<file path="config.mk">
export PLATFORM = sky130hd
export DESIGN_NAME = idle_irq_ctrl
export DESIGN_NICKNAME = d
export VERILOG_FILES = /design/src/rtl/idle_irq_pkg.sv /design/src/rtl/idle_irq_dp.sv /design/src/rtl/idle_irq_ctl.sv /design/src/rtl/idle_irq_ctrl.sv
export SDC_FILE = /design/constraint.sdc
export NUM_CORES = 1
export LEC_CHECK = 0
export BUFFER_PORTS_ARGS = -buffer_cell sky130_fd_sc_hd__buf_2
export CORE_MARGIN = 8
export CORE_UTILIZATION = 45
export DETAILED_ROUTE_END_ITERATION = 12
export PLACE_DENSITY = 0.66
export REMOVE_ABC_BUFFERS = 1
export SYNTH_ARGS = -nofsm -noshare
export SYNTH_HDL_FRONTEND = slang
export SYNTH_HIERARCHICAL = 1
export SYNTH_SLANG_ARGS = --single-unit
</file>
<file path="constraint.sdc">
create_clock -name clk -period 6.7 [get_ports clk]
set_clock_uncertainty 0.1 [all_clocks]
set_input_delay 1.34 -clock clk [delete_from_list [all_inputs] [get_ports clk]]
set_output_delay 1.34 -clock clk [all_outputs]
set_load 0.01 [all_outputs]
</file>
<file path="src/rtl/idle_irq_pkg.sv">
package idle_irq_pkg;

  typedef enum logic [1:0] {
    RX_HUNT  = 2'd0,
    RX_START = 2'd1,
    RX_FRAME = 2'd2
  } rxState_e;

  // strobes from control to datapath
  typedef struct packed {
    logic phaseClr;
    logic phaseInc;
    logic idleRun;
    logic idleClr;
  } dpCmd_t;

  // conditions reported by the datapath
  typedef struct packed {
    logic halfLow;
    logic frameLast;
    logic idleHit;
  } dpStat_t;

endpackage

</file>
<file path="src/rtl/idle_irq_dp.sv">
module idle_irq_dp
  import idle_irq_pkg::*;
#(
  parameter int OVS = 8  // ticks per bit, even, at least 4
) (
  input  logic    clk,
  input  logic    rstN,
  input  logic    sampleTick,
  input  logic    rxLine,
  input  logic    longWord,
  input  dpCmd_t  cmd,
  output dpStat_t stat,
  output logic    lineIdle
);

  localparam int HALF    = OVS / 2;
  localparam int MAXBITS = 11;
  localparam int CW      = $clog2(MAXBITS * OVS + 1);

  localparam logic [CW-1:0] HALF_M2    = CW'(HALF - 2);
  localparam logic [CW-1:0] FRAME_SHRT = CW'((MAXBITS - 2) * OVS);
  localparam logic [CW-1:0] FRAME_LONG = CW'((MAXBITS - 1) * OVS);
  localparam logic [CW-1:0] IDLE_SHRT  = CW'((MAXBITS - 1) * OVS);
  localparam logic [CW-1:0] IDLE_LONG  = CW'(MAXBITS * OVS);

  logic [CW-1:0] phaseCnt;
  logic [CW-1:0] idleCnt;
  logic [CW-1:0] frameTicks;
  logic [CW-1:0] idleTicks;
  logic          idleHit;

  assign frameTicks = longWord ? FRAME_LONG : FRAME_SHRT;
  assign idleTicks  = longWord ? IDLE_LONG  : IDLE_SHRT;

  // phase counter shared by start-bit check and frame timing
  always_ff @(posedge clk) begin
    if (!rstN) begin
      phaseCnt <= '0;
    end else if (cmd.phaseClr) begin
      phaseCnt <= '0;
    end else if (cmd.phaseInc) begin
      phaseCnt <= phaseCnt + 1'b1;
    end
  end

  // run length of high samples while hunting
  always_ff @(posedge clk) begin
    if (!rstN) begin
      idleCnt <= '0;
    end else if (sampleTick) begin
      if (!cmd.idleRun || !rxLine) begin
        idleCnt <= '0;
      end else if (idleCnt < idleTicks - 1'b1) begin
        idleCnt <= idleCnt + 1'b1;
      end
    end
  end

  assign idleHit = sampleTick && cmd.idleRun && rxLine &&
                   (idleCnt >= idleTicks - 1'b1);

  always_ff @(posedge clk) begin
    if (!rstN) begin
      lineIdle <= 1'b0;
    end else if (cmd.idleClr) begin
      lineIdle <= 1'b0;
    end else if (idleHit) begin
      lineIdle <= 1'b1;
    end
  end

  assign stat.halfLow   = (phaseCnt == HALF_M2);
  assign stat.frameLast = (phaseCnt >= frameTicks - 1'b1);
  assign stat.idleHit   = idleHit;

endmodule

</file>
<file path="src/rtl/idle_irq_ctl.sv">
module idle_irq_ctl
  import idle_irq_pkg::*;
(
  input  logic    clk,
  input  logic    rstN,
  input  logic    softRst,
  input  logic    sampleTick,
  input  logic    rxLine,
  input  logic    enWrite,
  input  logic    enData,
  input  logic    irqAck,
  input  logic    lineIdle,
  input  dpStat_t stat,
  output dpCmd_t  cmd,
  output logic    charDone,
  output logic    idleIrq,
  output logic    irqEnable
);

  rxState_e state, stateNext;
  logic     doneNext;
  logic     armed;
  logic     fire;
  logic     killIrq;

  // frame tracker
  always_comb begin
    stateNext    = state;
    doneNext     = 1'b0;
    cmd          = '0;
    cmd.idleRun  = (state == RX_HUNT);
    unique case (state)
      RX_HUNT: begin
        if (sampleTick && !rxLine) begin
          stateNext    = RX_START;
          cmd.phaseClr = 1'b1;
        end
      end
      RX_START: begin
        if (sampleTick) begin
          if (rxLine) begin
            stateNext = RX_HUNT;
          end else if (stat.halfLow) begin
            stateNext    = RX_FRAME;
            cmd.phaseClr = 1'b1;
            cmd.idleClr  = 1'b1;
          end else begin
            cmd.phaseInc = 1'b1;
          end
        end
      end
      RX_FRAME: begin
        if (sampleTick) begin
          if (stat.frameLast) begin
            stateNext = RX_HUNT;
            doneNext  = 1'b1;
          end else begin
            cmd.phaseInc = 1'b1;
          end
        end
      end
      default: stateNext = RX_HUNT;
    endcase
  end

  always_ff @(posedge clk) begin
    if (!rstN) begin
      state    <= RX_HUNT;
      charDone <= 1'b0;
    end else begin
      state    <= stateNext;
      charDone <= doneNext;
    end
  end

  // enable register
  always_ff @(posedge clk) begin
    if (!rstN || softRst) begin
      irqEnable <= 1'b0;
    end else if (enWrite) begin
      irqEnable <= enData;
    end
  end

  assign fire    = lineIdle && irqEnable && armed && !idleIrq;
  assign killIrq = softRst || (enWrite && !enData) || !irqEnable;

  // arm flag: a character arms, a fired request consumes
  always_ff @(posedge clk) begin
    if (!rstN) begin
      armed <= 1'b0;
    end else if (charDone) begin
      armed <= 1'b1;
    end else if (fire) begin
      armed <= 1'b0;
    end
  end

  always_ff @(posedge clk) begin
    if (!rstN) begin
      idleIrq <= 1'b0;
    end else if (killIrq) begin
      idleIrq <= 1'b0;
    end else if (fire) begin
      idleIrq <= 1'b1;
    end else if (irqAck) begin
      idleIrq <= 1'b0;
    end
  end

endmodule

</file>
<file path="src/rtl/idle_irq_ctrl.sv">
module idle_irq_ctrl
  import idle_irq_pkg::*;
#(
  parameter int OVS = 8
) (
  input  logic clk,
  input  logic rstN,
  input  logic softRst,
  input  logic sampleTick,
  input  logic rxLine,
  input  logic longWord,
  input  logic enWrite,
  input  logic enData,
  input  logic irqAck,
  output logic lineIdle,
  output logic idleIrq,
  output logic charDone,
  output logic irqEnable
);

  dpCmd_t  cmd;
  dpStat_t stat;

  idle_irq_dp #(.OVS(OVS)) i_dp (
    .clk        (clk),
    .rstN       (rstN),
    .sampleTick (sampleTick),
    .rxLine     (rxLine),
    .longWord   (longWord),
    .cmd        (cmd),
    .stat       (stat),
    .lineIdle   (lineIdle)
  );

  idle_irq_ctl i_ctl (
    .clk        (clk),
    .rstN       (rstN),
    .softRst    (softRst),
    .sampleTick (sampleTick),
    .rxLine     (rxLine),
    .enWrite    (enWrite),
    .enData     (enData),
    .irqAck     (irqAck),
    .lineIdle   (lineIdle),
    .stat       (stat),
    .cmd        (cmd),
    .charDone   (charDone),
    .idleIrq    (idleIrq),
    .irqEnable  (irqEnable)
  );

endmodule

</file>
# After elaboration in Yosys (flattened, before gate mapping)
# Index checks and enable logic that the tools add are counted.
op_classes:
  n_addsub: 4
  mul: 0
  div_mod_pow: 0
  order_cmp: 3
  eq_ne: 8
  shift: 0
  mux: 28
  bitwise: 1
  n_reduce_logical: 28
ops:
  columns: ["op", "count"]
  rows:
  - ["two-way mux 2 bit", 8]
  - ["adder 7 x 1 -> 7 bit, second input constant", 2]
  - [">= comparator 7 bit", 2]
  - ["two-way mux 7 bit", 2]
  - ["subtractor 7 x 1 -> 7 bit, second input constant", 2]
  - ["two-way mux 1 bit", 13]
  - ["logical AND 1 bit", 8]
  - ["== test 7 x 2 -> 1 bit, second input constant", 1]
  - ["< comparator 7 bit", 1]
  - ["logical NOT 1 bit", 6]
  - ["one-hot mux 2 bit (3 select lines)", 1]
  - ["nonzero test 2 bit", 3]
  - ["OR reduction 2 bit", 3]
  - ["two-way mux 5 bit", 1]
  - ["AND reduction 5 bit", 1]
  - ["logical OR 1 bit", 4]
  - ["two-way mux 4 bit", 1]
  - ["!= test 2 x 1 -> 1 bit, second input constant", 2]
  - ["!= test 2 bit, second input constant", 2]
  - ["one-hot mux 1 bit (2 select lines)", 2]
  - ["!= test 3 x 2 -> 1 bit, second input constant", 1]
  - ["AND reduction 3 bit", 1]
  - ["== test 2 x 1 -> 1 bit, second input constant", 1]
  - ["== test 2 bit, second input constant", 1]
  - ["3 further kinds", 3]
totals:
  regBits: 21
  latch_bits: 0
  ramBits: 0
  mem_bits_ro: 0
  input_bits: 9
  out_inout_bits: 4
  elab_cells: 80
  memories: 0

# Logic depth before layout (Yosys ltp)
logic_depth:
  depth_word: 6
  mapped_depth: 12
  ltp_nobuf: 12

# Cells and area by module
# The synthesis kept the hierarchy.
modules_own_cells:
  columns: ["mod", "n_inst", "cells_each", "area_per_inst_um2"]
  rows:
  - ["idle_irq_dp", 1, 101, 859.6]
  - ["idle_irq_ctl", 1, 40, 355.3]

# Worst setup path before layout
# No wires, ideal clock.
synth_timing:
  path_kind: "input to register"
  startpoint: "in longWord"
  endpoint: "reg i_dp.phaseCnt[5]"
  setup_ps: 121
  t_arrival_ps: 2961
  required_time_ps: 6479
  slack_ps: 3518
  path_stages: 12
  cell_sequence: "inv_1 > ha_1 > nand2_1 > nor2_1 > o41a_1 > inv_1 > a22o_1 > and3_2 > and3_1 > nand4_1 > xor2_1 > nor2_1"
synth_rtl:
  columns: ["element", "line_no", "text"]
  rows:
  - ["start, declared", "idle_irq_ctrl.sv:11", "input logic longWord,"]
  - ["end signal, assigned", "idle_irq_dp.sv:42", "phaseCnt <= phaseCnt + 1'b1;"]
  - ["end, declared", "idle_irq_dp.sv:26", "logic [CW-1:0] phaseCnt;"]

==> results.md <==
- Status: finished clean
- Fmax: about 0.32 GHz
- CP startpoint kind: input pin
- Placed Cells: 180
- Most frequent cells in the layout: 21 x dfxtp_1, 18 x nand2_1, 12 x buf_2, 10 x inv_1, 10 x nor2_1
- Clk Latency, worst-skew pair: 0.31 ns
- CP required: slightly below 7 ns
- CTS sink cnt: 21
- Critical path class: in2reg
- Total core area: around 2500 sq um
- Hold buffer count at cts: 0
- IR drop worst, VDD: approximately 130 uV
- Effective utilization at floorplan: roughly 48%
- CTS resizes: 0
- Die Width: about 68 um
- Share of power burned in combinational logic: 26.0%
- Crit share post-route: between 40% and 50%
- Largest net degree at the start of global routing: 19
- Synth Warn #: 6
- Die outline area: between 4000 and 5000 sq um
- Diode count: 0
- H-tree depth: 1
- Synth Area per Inst: about 8.6 sq um
- Cts bufs inserted: 3
- WL final: ~2.4 mm
- Crit path time final: between 3 and 4 ns
- Final setup viols: 0
- Register share of total power: 51.0%
- Boundary Pins: 13
- Crit path max fanout: 6
- Clock power frac: 23.0%
- Final GP Congestion: 0.758
- Grt ovf: 0
- CTS root buffer: clkbuf_4
- Hold Fails Final Rpt: 0
- Area Overhead vs Synth: 9.33%
- Slew margin rel.: about three fifths
- Min-delay worst type: reg2reg
- Share of cells above drive strength 1: a little over an eighth
- DR pass1 iterations: 4
- Synth Cell Area: between 1000 and 1500 sq um
- Crit end category: register
- RSZ-0062 raised after global routing: no
- Vias in the first global route: approximately 980
- Leak Pwr: approximately 0.56 nW
- Port-buffer cells: 12
- Initial antenna violation count: 0
- Max-cap violation count: 0
- Via density per instance: ~5.6
- Slew @ Worst Pin: between 0.5 and 0.6 ns
- CP arrival: 3.22 ns
- Flop-to-flop setup slack: 4.05 ns
- PwrDens: roughly 200 nW/um^2
- Die H: roughly 68 um
- Dpl hpwl: about 1.8 mm
- First-pass GRT wire length: between 4 and 5 mm
- Switching Share: ~31%
- Cell Count, Final, Fillers Out: around 180
- CTS tree: done
- Clk buf depth: 2
- Gr usage total: a little under an eighth
- Int Pwr: between 0.00015 and 0.0002 W
- Iteration-0 DRC Markers: around 120
- Post-CTS setup buffers: 0
- Worst-path clk slew: 0.12 ns
- Rows: 18
- Setup TNS: 0 ns
- # nets final: 173
- Commonest non-fill, non-tap cell in the layout: dfxtp_1
- DRT antenna net count: 0
- Sw power: ~0.000083 W
- Via count: slightly above 1000
- Gate Count Post-Synth: 140
- Final Slew Violations: 0
- Routed wire length per instance: 13.2 um
- DRC: 0
==> sequential cells by signal, summed over array words and instances, names as in the netlist <==
signal and flops:
i_ctl/idleIrq 1, i_dp/lineIdle 1, i_ctl/state 2, i_ctl/charDone 1
i_dp/phaseCnt 7, i_ctl/irqEnable 1, i_dp/idleCnt 7, i_ctl/armed 1
==> worst paths after layout <==
| path | start | end | cells past startpoint |
|---|---|---|---|
| min | i_ctl/state[1] | i_ctl/state[1] | 2 |
| max | longWord | i_dp/phaseCnt[5] | 13 |
| max reg2reg | i_dp/phaseCnt[1] | i_dp/phaseCnt[5] | 10 |
| min reg2reg | i_ctl/state[1] | i_ctl/state[1] | 2 |
==> metrics by stage <==
step	hold WS (ns)	setup WS, ns	utilization (%)	power [W]	cell area (sq um)
floorplan	0.351	3.52	-	0.000189	1190
global placement	0.363	3.33	51.2	0.000206	1290
detailed placement	0.390	3.27	51.2	0.000208	1290
CTS	0.407	3.59	52.3	0.000269	1320
global route	0.428	3.46	52.3	0.000285	1320
finish	0.398	3.58	52.3	0.000266	1320
==> critical path, cell delays in order <==
cell,delay (ns)
buf_2,0.09
inv_1,0.05
ha_1,0.28
nand2_1,0.06
nor2_1,0.04
o41a_1,0.32
inv_1,0.07
a22o_1,0.16
and3_2,0.25
and3_1,0.20
nand4_1,0.13
xor2_1,0.17
nor2_1,0.05
==> routing by layer <==
metal | part of all wire [%] | routed length (um) | track usage, %
met1 | 48 | 1170 | 15.4
met2 | 42 | 1020 | 17.6
met3 | 8.2 | 199 | 2.81
met4 | 1.5 | 36 | 4.86
met5 | 0 | 0 | 0
==> power groups by stage <==
stage | sequential [W] | clock [W] | combinational, W
3_3_place_gp | 0.000138 | 0 | 0.0000673
4_1_cts | 0.000136 | 0.0000642 | 0.0000691
5_1_grt | 0.000137 | 0.0000693 | 0.0000787
6_report | 0.000136 | 0.0000612 | 0.0000691
2_1_floorplan | 0.000138 | 0 | 0.0000517
3_5_place_dp | 0.000139 | 0 | 0.0000687
==> final cells by class <==
type	count	area, sq um
repair buffers	12	60.1
fillers	258	1200
multi-input cells	107	737
well taps	30	37.5
flip-flops and latches	21	420
clock buffers	3	22.5
clock inverters	1	5.00
inverters	10	37.5
(Power assumes the default switching activity.)
